$ cat src/rtl/tst_pkg.sv
package tst_pkg;

    typedef enum logic [1:0] {
        CORR_OFF = 2'd0,
        CORR_RUN = 2'd1,
        CORR_DUE = 2'd2
    } corr_state_e;

    typedef enum logic [1:0] {
        STEP_IDLE = 2'd0,
        STEP_ONE  = 2'd1,
        STEP_HOLD = 2'd2,
        STEP_TWO  = 2'd3
    } step_e;

    typedef enum logic [1:0] {
        SRC_KEEP   = 2'd0,
        SRC_RELOAD = 2'd1,
        SRC_SW     = 2'd2,
        SRC_STEP   = 2'd3
    } cnt_src_e;

    typedef enum logic {
        CAP_FROZEN = 1'b0,
        CAP_ARMED  = 1'b1
    } cap_state_e;

    localparam int CB_RELOAD = 0;
    localparam int CB_FREEZE = 1;
    localparam int CB_DIR    = 2;
    localparam int CB_ARM    = 3;
    localparam int CB_USED   = 4;

endpackage

$ cat src/rtl/tst_corr_fsm.sv
module tst_corr_fsm
    import tst_pkg::*;
#(
    parameter int PER_W = 16
) (
    input  logic             clk,
    input  logic             rst_n,
    input  logic             tick,
    input  logic             load,
    input  logic             per_we,
    input  logic [PER_W-1:0] per_wdata,
    input  logic             dir_up,
    output step_e            step
);

    localparam int EXT_W = PER_W + 1;

    corr_state_e      state, state_d;
    logic [PER_W-1:0] per_q;
    logic [PER_W-1:0] phase, phase_d;
    logic [PER_W-1:0] per_next;
    logic             restart;
    logic             run_done;

    assign per_next = per_we ? per_wdata : per_q;
    assign restart  = load | per_we;
    assign run_done = ({1'b0, phase} + EXT_W'(1)) == ({1'b0, per_q} - EXT_W'(1));

    always_ff @(posedge clk) begin
        if (!rst_n) begin
            per_q <= '0;
        end else if (per_we) begin
            per_q <= per_wdata;
        end
    end

    always_ff @(posedge clk) begin
        if (!rst_n) begin
            state <= CORR_OFF;
            phase <= '0;
        end else begin
            state <= state_d;
            phase <= phase_d;
        end
    end

    always_comb begin
        state_d = state;
        phase_d = phase;
        if (restart) begin
            phase_d = '0;
            if (per_next == '0) begin
                state_d = CORR_OFF;
            end else if (per_next == PER_W'(1)) begin
                state_d = CORR_DUE;
            end else begin
                state_d = CORR_RUN;
            end
        end else if (tick) begin
            unique case (state)
                CORR_OFF: begin
                    state_d = CORR_OFF;
                end
                CORR_RUN: begin
                    if (run_done) begin
                        state_d = CORR_DUE;
                        phase_d = '0;
                    end else begin
                        phase_d = phase + PER_W'(1);
                    end
                end
                CORR_DUE: begin
                    phase_d = '0;
                    state_d = (per_q == PER_W'(1)) ? CORR_DUE : CORR_RUN;
                end
                default: begin
                    state_d = CORR_OFF;
                    phase_d = '0;
                end
            endcase
        end
    end

    always_comb begin
        if (!tick) begin
            step = STEP_IDLE;
        end else if (state == CORR_DUE && !per_we) begin
            step = dir_up ? STEP_TWO : STEP_HOLD;
        end else begin
            step = STEP_ONE;
        end
    end

    // a zero period never yields a correction step
    p_off_r6: assert property (@(posedge clk) disable iff (!rst_n)
        (per_q == '0) |-> (step == STEP_IDLE || step == STEP_ONE));

    // after a correction tick the phase starts again from zero
    p_due_r5: assert property (@(posedge clk) disable iff (!rst_n)
        (tick && state == CORR_DUE && !restart) |=> (phase == '0));

    // every restart clears the phase
    p_restart_r7: assert property (@(posedge clk) disable iff (!rst_n)
        restart |=> (phase == '0));

endmodule

$ cat src/rtl/tst_counter.sv
module tst_counter
    import tst_pkg::*;
#(
    parameter int CNT_W = 16
) (
    input  logic             clk,
    input  logic             rst_n,
    input  logic             reload_ev,
    input  logic [CNT_W-1:0] reload_val,
    input  logic             sw_we,
    input  logic [CNT_W-1:0] sw_val,
    input  step_e            step,
    output logic [CNT_W-1:0] cnt_q
);

    cnt_src_e         src;
    logic [CNT_W-1:0] cnt_d;
    logic [CNT_W-1:0] inc;

    always_comb begin
        if (reload_ev) begin
            src = SRC_RELOAD;
        end else if (sw_we) begin
            src = SRC_SW;
        end else if (step != STEP_IDLE) begin
            src = SRC_STEP;
        end else begin
            src = SRC_KEEP;
        end
    end

    always_comb begin
        unique case (step)
            STEP_ONE: inc = CNT_W'(1);
            STEP_TWO: inc = CNT_W'(2);
            default:  inc = '0;
        endcase
    end

    always_comb begin
        unique case (src)
            SRC_KEEP:   cnt_d = cnt_q;
            SRC_RELOAD: cnt_d = reload_val;
            SRC_SW:     cnt_d = sw_val;
            SRC_STEP:   cnt_d = cnt_q + inc;
            default:    cnt_d = cnt_q;
        endcase
    end

    always_ff @(posedge clk) begin
        if (!rst_n) begin
            cnt_q <= '0;
        end else begin
            cnt_q <= cnt_d;
        end
    end

    // a match reload always lands the offset
    p_reload_r2: assert property (@(posedge clk) disable iff (!rst_n)
        reload_ev |=> (cnt_q == $past(reload_val)));

    // a hold correction leaves the count untouched
    p_hold_r5: assert property (@(posedge clk) disable iff (!rst_n)
        (!reload_ev && !sw_we && step == STEP_HOLD) |=> $stable(cnt_q));

    // an advancing correction adds two
    p_two_r5: assert property (@(posedge clk) disable iff (!rst_n)
        (!reload_ev && !sw_we && step == STEP_TWO) |=> (cnt_q == $past(cnt_q) + CNT_W'(2)));

    // no tick and no load keeps the count
    p_idle_r4: assert property (@(posedge clk) disable iff (!rst_n)
        (!reload_ev && !sw_we && step == STEP_IDLE) |=> $stable(cnt_q));

endmodule

$ cat src/rtl/tst_capture.sv
module tst_capture
    import tst_pkg::*;
#(
    parameter int CNT_W = 16
) (
    input  logic             clk,
    input  logic             rst_n,
    input  logic             freeze_ev,
    input  logic             sw_we,
    input  logic             sw_arm,
    input  logic             cap_evt,
    input  logic [CNT_W-1:0] cnt_in,
    output logic [CNT_W-1:0] cap_q,
    output logic             armed
);

    cap_state_e state, state_d;
    logic       take;

    always_comb begin
        state_d = state;
        unique case (state)
            CAP_ARMED: begin
                if (freeze_ev || (sw_we && !sw_arm)) begin
                    state_d = CAP_FROZEN;
                end
            end
            CAP_FROZEN: begin
                if (!freeze_ev && sw_we && sw_arm) begin
                    state_d = CAP_ARMED;
                end
            end
            default: state_d = CAP_FROZEN;
        endcase
    end

    always_ff @(posedge clk) begin
        if (!rst_n) begin
            state <= CAP_FROZEN;
        end else begin
            state <= state_d;
        end
    end

    assign armed = (state == CAP_ARMED);
    assign take  = armed && cap_evt && !freeze_ev;

    always_ff @(posedge clk) begin
        if (!rst_n) begin
            cap_q <= '0;
        end else if (take) begin
            cap_q <= cnt_in;
        end
    end

    // a match freeze disarms and keeps the captured value
    p_freeze_r3: assert property (@(posedge clk) disable iff (!rst_n)
        freeze_ev |=> (!armed && $stable(cap_q)));

    // an armed capture takes the counter value of that cycle
    p_capture_r8: assert property (@(posedge clk) disable iff (!rst_n)
        (armed && cap_evt && !freeze_ev) |=> (cap_q == $past(cnt_in)));

    // while disarmed the capture register holds
    p_noarm_r8: assert property (@(posedge clk) disable iff (!rst_n)
        !armed |=> $stable(cap_q));

endmodule

$ cat src/rtl/msg_stamp_timer.sv
module msg_stamp_timer
    import tst_pkg::*;
#(
    parameter int CNT_W  = 16,
    parameter int PER_W  = 16,
    parameter int CTRL_W = 8
) (
    input  logic              clk,
    input  logic              rst_n,
    input  logic              tick_en,
    input  logic              mbx_store,
    input  logic              mbx_match,
    input  logic              cap_evt,
    input  logic              ctrl_we,
    input  logic [CTRL_W-1:0] ctrl_wdata,
    input  logic              ofs_we,
    input  logic [CNT_W-1:0]  ofs_wdata,
    input  logic              per_we,
    input  logic [PER_W-1:0]  per_wdata,
    input  logic              cnt_we,
    input  logic [CNT_W-1:0]  cnt_wdata,
    output logic [CNT_W-1:0]  cnt_q,
    output logic [CNT_W-1:0]  cap_q,
    output logic              cap_en,
    output logic [CTRL_W-1:0] ctrl_q
);

    localparam int RSV_W = CTRL_W - CB_USED;

    logic [CB_ARM-1:0] mode_q;
    logic [CNT_W-1:0]  ofs_q;
    logic              match_ev;
    logic              reload_ev;
    logic              freeze_ev;
    step_e             step;

    always_ff @(posedge clk) begin
        if (!rst_n) begin
            mode_q <= '0;
            ofs_q  <= '0;
        end else begin
            if (ctrl_we) begin
                mode_q <= ctrl_wdata[CB_ARM-1:0];
            end
            if (ofs_we) begin
                ofs_q <= ofs_wdata;
            end
        end
    end

    assign match_ev  = mbx_store & mbx_match;
    assign reload_ev = match_ev & mode_q[CB_RELOAD];
    assign freeze_ev = match_ev & mode_q[CB_FREEZE];

    tst_corr_fsm #(.PER_W(PER_W)) u_corr (
        .clk       (clk),
        .rst_n     (rst_n),
        .tick      (tick_en),
        .load      (reload_ev | cnt_we),
        .per_we    (per_we),
        .per_wdata (per_wdata),
        .dir_up    (mode_q[CB_DIR]),
        .step      (step)
    );

    tst_counter #(.CNT_W(CNT_W)) u_cnt (
        .clk        (clk),
        .rst_n      (rst_n),
        .reload_ev  (reload_ev),
        .reload_val (ofs_q),
        .sw_we      (cnt_we),
        .sw_val     (cnt_wdata),
        .step       (step),
        .cnt_q      (cnt_q)
    );

    tst_capture #(.CNT_W(CNT_W)) u_cap (
        .clk       (clk),
        .rst_n     (rst_n),
        .freeze_ev (freeze_ev),
        .sw_we     (ctrl_we),
        .sw_arm    (ctrl_wdata[CB_ARM]),
        .cap_evt   (cap_evt),
        .cnt_in    (cnt_q),
        .cap_q     (cap_q),
        .armed     (cap_en)
    );

    assign ctrl_q = {{RSV_W{1'b0}}, cap_en, mode_q};

    // without the reload bit a match never touches a software-written count
    p_noreload_r2: assert property (@(posedge clk) disable iff (!rst_n)
        (match_ev && !mode_q[CB_RELOAD] && cnt_we) |=> (cnt_q == $past(cnt_wdata)));

    // a control write lands the mode bits
    p_ctrl_r9: assert property (@(posedge clk) disable iff (!rst_n)
        ctrl_we |=> (ctrl_q[CB_ARM-1:0] == $past(ctrl_wdata[CB_ARM-1:0])));

endmodule

$ cat config.mk
export PLATFORM = sky130hd
export DESIGN_NAME = msg_stamp_timer
export DESIGN_NICKNAME = d
export VERILOG_FILES = /design/src/rtl/tst_pkg.sv /design/src/rtl/tst_corr_fsm.sv /design/src/rtl/tst_counter.sv /design/src/rtl/tst_capture.sv /design/src/rtl/msg_stamp_timer.sv
export SDC_FILE = /design/constraint.sdc
export NUM_CORES = 1
export LEC_CHECK = 0
export BUFFER_PORTS_ARGS = -buffer_cell sky130_fd_sc_hd__buf_2
export CAP_MARGIN = 10
export CORE_MARGIN = 3
export CORE_UTILIZATION = 35
export CTS_CLUSTER_DIAMETER = 40
export DETAILED_ROUTE_END_ITERATION = 10
export GPL_TIMING_DRIVEN = 0
export PLACE_DENSITY_LB_ADDON = 0.15
export REMOVE_ABC_BUFFERS = 1
export SLEW_MARGIN = 25
export SYNTH_ARGS = -nofsm -noshare
export SYNTH_HDL_FRONTEND = slang
export SYNTH_SLANG_ARGS = --single-unit
$ cat constraint.sdc
create_clock -name clk -period 3.2 [get_ports clk]
set_input_delay 0.48 -clock clk [delete_from_list [all_inputs] [get_ports clk]]
set_output_delay 0.48 -clock clk [all_outputs]
set_load 0.005 [all_outputs]
-- Word level (Yosys, flattened, before mapping)
Cells that the tools add are included.
- register bits after elaboration: 86
- output and inout port bits: 41
- word-level logic and storage cells: 70
- add/sub/neg operators: 4
- eq/ne operators: 11
- muxes and demuxes: 21
- bitwise gates (word level): 8
- reduce and logical (&&, ||, !) cells: 18
- operators by type and width (operator ; number):
    16-bit case mux with 3 select lines ; 1
    16-bit by 1-bit == test with 1-bit output, second input constant ; 2
    16-bit 2-to-1 mux ; 2
    16-bit case mux with 2 select lines ; 1
    2-bit 2-to-1 mux ; 11
    16-bit by 1-bit adder with 17-bit output, second input constant ; 1
    17-bit == test ; 1
    16-bit by 1-bit subtractor with 17-bit output, second input constant ; 1
    16-bit by 1-bit adder with 16-bit output, second input constant ; 1
    16-bit by 2-bit adder with 16-bit output ; 1
    16-bit zero test ; 1
    2-bit == test, second input constant ; 4
    2-bit case mux with 2 select lines ; 2
    2-bit by 1-bit == test with 1-bit output, second input constant ; 3
    1-bit logical AND ; 6
    2-bit zero test ; 2
    2-bit AND reduction ; 2
    2-bit nonzero test ; 2
    1-bit AND ; 3
    1-bit zero test ; 3
    1-bit 2-to-1 mux ; 3
    3-bit by 1-bit != test with 1-bit output, second input constant ; 1
    1-bit NOT ; 3
    1-bit OR ; 2
    3 further kinds ; 3

-- Longest topological paths before layout
- depth after elaboration: 10
- mapped depth: 13
- mapped depth without buffers: 13

-- Modules after synthesis
A second synthesis with hierarchy kept.
- cell total of the unflattened synthesis: 593
- area total of the unflattened synthesis: 5097.4 um2
- modules (own cells, without submodules) (module ; instances ; cells each ; area an instance (um2) ; sequential area each (um2)):
    tst_corr_fsm ; 1 ; 287 ; 2372.3 ; 680.7
    tst_counter ; 1 ; 163 ; 1243.7 ; 320.3
    msg_stamp_timer ; 1 ; 69 ; 784.5 ; 380.4
    tst_capture ; 1 ; 74 ; 696.9 ; 340.3

-- Worst setup path after synthesis
No wires, ideal clock.
- path type: register to register
- start point: register u_corr.per_q[0]
- end point: register u_corr.phase[0]
- arrival: 2961 ps
- required time: 3079 ps
- setup slack: 118 ps
- stages on the path, launching flop included: 12
- period minus slack after synthesis: 3082 ps
- path through: dfxtp_1 -> inv_1 -> ha_1 -> or3b_1 -> clkbuf_1 -> nor3_1 -> xnor3_1 -> or3_1 -> or4_4 -> o31a_4 -> and3_1 -> mux2_2
- word-level cells in the longest chain between the ends: 4
- ends and longest elaborated chain (element ; line ; text):
    start: declaration ; tst_corr_fsm.sv:19 ; logic [PER_W-1:0] per_q;
    start signal: assignment ; tst_corr_fsm.sv:33 ; per_q <= per_wdata;
    16-bit by 1-bit subtractor with 17-bit output ; tst_corr_fsm.sv:27 ; assign run_done = ({1'b0, phase} + EXT_W'(1)) == ({1'b0, per_q} - EXT_W'(1));
    17-bit == test ; tst_corr_fsm.sv:27 ;
    16-bit 2-to-1 mux ; tst_corr_fsm.sv:65 ; if (run_done) begin
    16-bit case mux with 2 select lines ; tst_corr_fsm.sv:60 ; unique case (state)
    end signal: assignment ; tst_corr_fsm.sv:43 ; phase <= phase_d;
    end: declaration ; tst_corr_fsm.sv:20 ; logic [PER_W-1:0] phase, phase_d;
No other way between the ends.
A chain may end at the register's enable or synchronous reset.

-- Worst setup path after layout
Same ends and word-level chain as after synthesis.

==> flow_metrics.env <==
export IMPL_vias=4317
export IMPL_grt_max_degree=74
export IMPL_maximum_clock_path_buffer_count=2
export IMPL_final_min_period_over_clock_period_pct=96.5
export IMPL_layout_area_seq_um2=1730
export IMPL_die_h_um=123
export IMPL_antenna_diode_count=0
export IMPL_area_delta_synth_final_pct=20.9
export IMPL_ys_dominant_reg_cell="sky130_fd_sc_hd__dfxtp_1"
export IMPL_drt_first_pass_iters=5
export IMPL_nNetsFinal=721
export IMPL_multi_input_gate_area_um2=2980
export IMPL_io_pin_count=107
export IMPL_numClockSinks=86
export IMPL_port_buffers=98
export IMPL_drv_slew=0
export IMPL_report_final_hold_viol_count=0
export IMPL_cpPeakStageDelay_ns=0.46
export IMPL_startpoint_type="flop"
export IMPL_synth_enable_flop_cells=0
export IMPL_die_area_um2=15200
export IMPL_cellLeakagePower_nw=2.37
export IMPL_count_of_state_elements_after_synthesis=86
export IMPL_fin_tns_setup_ns=0
export IMPL_first_global_vias=4185
export IMPL_detailedPlace_worstSlack_ns=-0.192
export IMPL_timing_critical_path_fanout_max=6
export IMPL_drive_gt1_share_pct=22.6
export IMPL_routed_via_density=5.22
export IMPL_vdd_ir_drop_max_mv=0.275
export IMPL_finish_utilization_pct=43.7
export IMPL_level_count_of_the_clock_h_tree=3
export IMPL_worst_path_max_delay_cell="sky130_fd_sc_hd__or4_4"
export IMPL_grt_setup_unrepaired="false"
export IMPL_worst_ep_required_time_ns=3.44
export IMPL_critical_path_data_arrival_time_ns=3.33
export IMPL_skew_ns=0.00792
export IMPL_path_class_of_the_lowest_slack_min_delay_path="primary input to flop"
export IMPL_ys_warn_count=0
export IMPL_worst_slack_ns=0.112
export IMPL_final_fill_count=1384
export IMPL_status="finished, final reports clean"
export IMPL_rows=42
export IMPL_ant_nets=0
export IMPL_synthCells=565
export IMPL_yosysSeqAreaShare_pct=35.6
export IMPL_worst_setup_hold_path_clk_slew_ns=0.07
export IMPL_synth_distinct_cells=54
export IMPL_timing_worst_slew_pin_value_ns=0.773
export IMPL_syn_cell_area_um2=4830
export IMPL_grt_overflow_total=0
export IMPL_grt_pass1_wl_um=21500
export IMPL_number_of_buffers_created_by_cts=9
export IMPL_synth_async_sr_flop_share_pct=0
export IMPL_global_route_usage_total_pct=18.1
export IMPL_cts_root_buf="sky130_fd_sc_hd__clkbuf_16"
export IMPL_period_needed_ns=3.09
export IMPL_initial_core_util_pct=36.2
export IMPL_end_kind="flop"
export IMPL_fmax_ghz=0.324
export IMPL_post_synth_cell_area_avg_um2=8.55
export IMPL_routed_wirelength_um=13500
export IMPL_tritoncts="yes"
export IMPL_crit_path_cell_chain="inv_1 -> ha_2 -> or3b_4 -> nor3_4 -> xnor3_1 -> or3_1 -> or4_4 -> o31a_4 -> and3_1 -> mux2_2"
export IMPL_grt_antenna_before_repair=0
export IMPL_timing_final_setup_violations=0
export IMPL_timing_slew_headroom_pct=48.3
export IMPL_coreArea_um2=13300
export IMPL_wire_per_inst_um=16.3
export IMPL_drc=0
export IMPL_dieWidth_um=123
export IMPL_max_cap_violations=0
export IMPL_cellPowerDensity_nw_per_um2=464
export IMPL_detailedRoute_firstIterationViolations=299
export IMPL_finalWeightedCongestion=0.927
export IMPL_power_total_w=0.00271
export IMPL_critPathKind="flop to flop"
export IMPL_clkLatencyLatePin_ns=0.35
export IMPL_critPathBufInv=1
export IMPL_half_perimeter_wire_length_of_the_detailed_placement_result_um=9690
export IMPL_timing_critical_path_max_delay_family="simple AND/OR/NAND/NOR gates"
Yosys cell counts (3+ instances only):
cell / number / area share, %
sky130_fd_sc_hd__nand2b_1: 3 / 0.39
sky130_fd_sc_hd__xor2_1: 20 / 3.6
sky130_fd_sc_hd__a32oi_1: 3 / 0.54
sky130_fd_sc_hd__or3_1: 7 / 0.91
sky130_fd_sc_hd__a21oi_1: 17 / 1.8
sky130_fd_sc_hd__a21boi_0: 26 / 4.0
sky130_fd_sc_hd__xnor2_1: 27 / 4.9
sky130_fd_sc_hd__ha_1: 8 / 2.1
sky130_fd_sc_hd__buf_4: 6 / 0.93
sky130_fd_sc_hd__a22o_1: 3 / 0.54
sky130_fd_sc_hd__nor4_1: 12 / 1.6
sky130_fd_sc_hd__nor3b_1: 4 / 0.62
sky130_fd_sc_hd__mux2i_1: 41 / 8.5
sky130_fd_sc_hd__clkbuf_1: 29 / 2.3
sky130_fd_sc_hd__nor2b_1: 39 / 5.1
sky130_fd_sc_hd__or4_1: 5 / 0.78
sky130_fd_sc_hd__and3_1: 10 / 1.3
sky130_fd_sc_hd__nand4_1: 9 / 1.2
sky130_fd_sc_hd__nor3_1: 17 / 1.8
sky130_fd_sc_hd__dfxtp_1: 86 / 36
sky130_fd_sc_hd__inv_1: 10 / 0.78
sky130_fd_sc_hd__nand2_1: 71 / 5.5
sky130_fd_sc_hd__o31ai_1: 3 / 0.47
sky130_fd_sc_hd__o21ai_0: 25 / 2.6
sky130_fd_sc_hd__xnor3_1: 4 / 1.9
sky130_fd_sc_hd__nand3_1: 19 / 2.0
sky130_fd_sc_hd__nor2_1: 26 / 2.0
registers in the layout (all words and copies together), names as in the netlist:
signal / count
u_corr.state: 2
ofs_q: 16
u_corr.per_q: 16
u_cnt.cnt_q: 16
u_corr.phase: 16
mode_q: 3
u_cap.armed: 1
u_cap.cap_q: 16
path summary, 6_finish.rpt:
check	from	cells past startpoint	slack, ns	endpoint
worst min-delay path	ofs_wdata[3]	3	0.39	ofs_q[3]
worst max register to register	u_corr.per_q[0]	10	0.11	u_corr.phase[0]
worst max-delay path	u_corr.per_q[0]	10	0.11	u_corr.phase[0]
worst min register to register	u_cap.cap_q[6]	2	0.46	u_cap.cap_q[6]
through the flow:
stage                     instance area (µm²)  std cells  hold slack (ns)
after floorplan                          4680        531            0.440
after global placement                   5390        805            0.453
after detailed placement                 5390        805            0.459
after CTS                                5820        826            0.371
after global routing                     5840        827            0.388
final                                    5840        827            0.387
timing repair:
action / in CTS / in global routing
resized for setup: 19 / 4
buffers inserted: 5 / 1
hold buffers: 0 / 0
endpoints found under the setup margin: 13 / 18
pin swaps: 4 / 3
gates cloned: 0 / 0
power by group:
part	internal (W)	leakage, nW	switching, W
combinational	0.000186	1.51	0.000188
clock	0.000694	0.157	0.000471
sequential	0.00112	0.707	0.0000557
total	0.00199	2.37	0.000715
worst register-to-register path: stages (launching register included):
cell	delay, ns
sky130_fd_sc_hd__dfxtp_4	0.37
sky130_fd_sc_hd__inv_1	0.06
sky130_fd_sc_hd__ha_2	0.18
sky130_fd_sc_hd__or3b_4	0.40
sky130_fd_sc_hd__nor3_4	0.13
sky130_fd_sc_hd__xnor3_1	0.24
sky130_fd_sc_hd__or3_1	0.36
sky130_fd_sc_hd__or4_4	0.46
sky130_fd_sc_hd__o31a_4	0.33
sky130_fd_sc_hd__and3_1	0.20
sky130_fd_sc_hd__mux2_2	0.25
placed cells by master (no fill, tap or decap), types with 10 or more instances in the layout:
cell type | Yosys | layout
sky130_fd_sc_hd__and3_1 | 10 | 10
sky130_fd_sc_hd__xnor2_1 | 27 | 27
sky130_fd_sc_hd__buf_2 | 1 | 96
sky130_fd_sc_hd__xor2_1 | 20 | 20
sky130_fd_sc_hd__nor2_1 | 26 | 24
sky130_fd_sc_hd__o21ai_0 | 25 | 25
sky130_fd_sc_hd__nand2_1 | 71 | 71
sky130_fd_sc_hd__nor2b_1 | 39 | 39
sky130_fd_sc_hd__nand3_1 | 19 | 18
sky130_fd_sc_hd__nor4_1 | 12 | 12
sky130_fd_sc_hd__dfxtp_1 | 86 | 78
sky130_fd_sc_hd__nor3_1 | 17 | 16
sky130_fd_sc_hd__a21boi_0 | 26 | 26
sky130_fd_sc_hd__inv_1 | 10 | 10
sky130_fd_sc_hd__mux2i_1 | 41 | 41
sky130_fd_sc_hd__a21oi_1 | 17 | 17
layout make-up:
type	count	share of cell area (%)
inverters	10	0.643
well taps	176	3.77
clock inverters	7	1.76
flip-flops and latches	86	29.7
repair buffers	104	9.26
multi-input cells	435	51.0
clock buffers	9	3.86
cells by family (layout without fill, tap and decap cells):
kind of cell    Yosys count  in the layout  share of synthesized area [%]
compound gates           94             94                           13.1
xor+xnor                 51             51                           10.4
fa+ha+maj                 9              9                           2.49
buf+inv                  47            130                           4.14
flops                    86             86                           35.6
mux                      43             43                           8.96
other cells               1              4                         0.0776
simple gates            234            234                           25.2
routing by layer:
layer,wire length (µm),share of wire [%],vias to the layer above,global-route usage (%)
met4,178,1.3,0,5.19
met5,0,0,-,0
met2,6110,45,146,28.8
met1,6370,47,2024,23.9
met3,828,6.1,15,4.99
li1,-,-,2132,-
(Power assumes the default switching activity.)
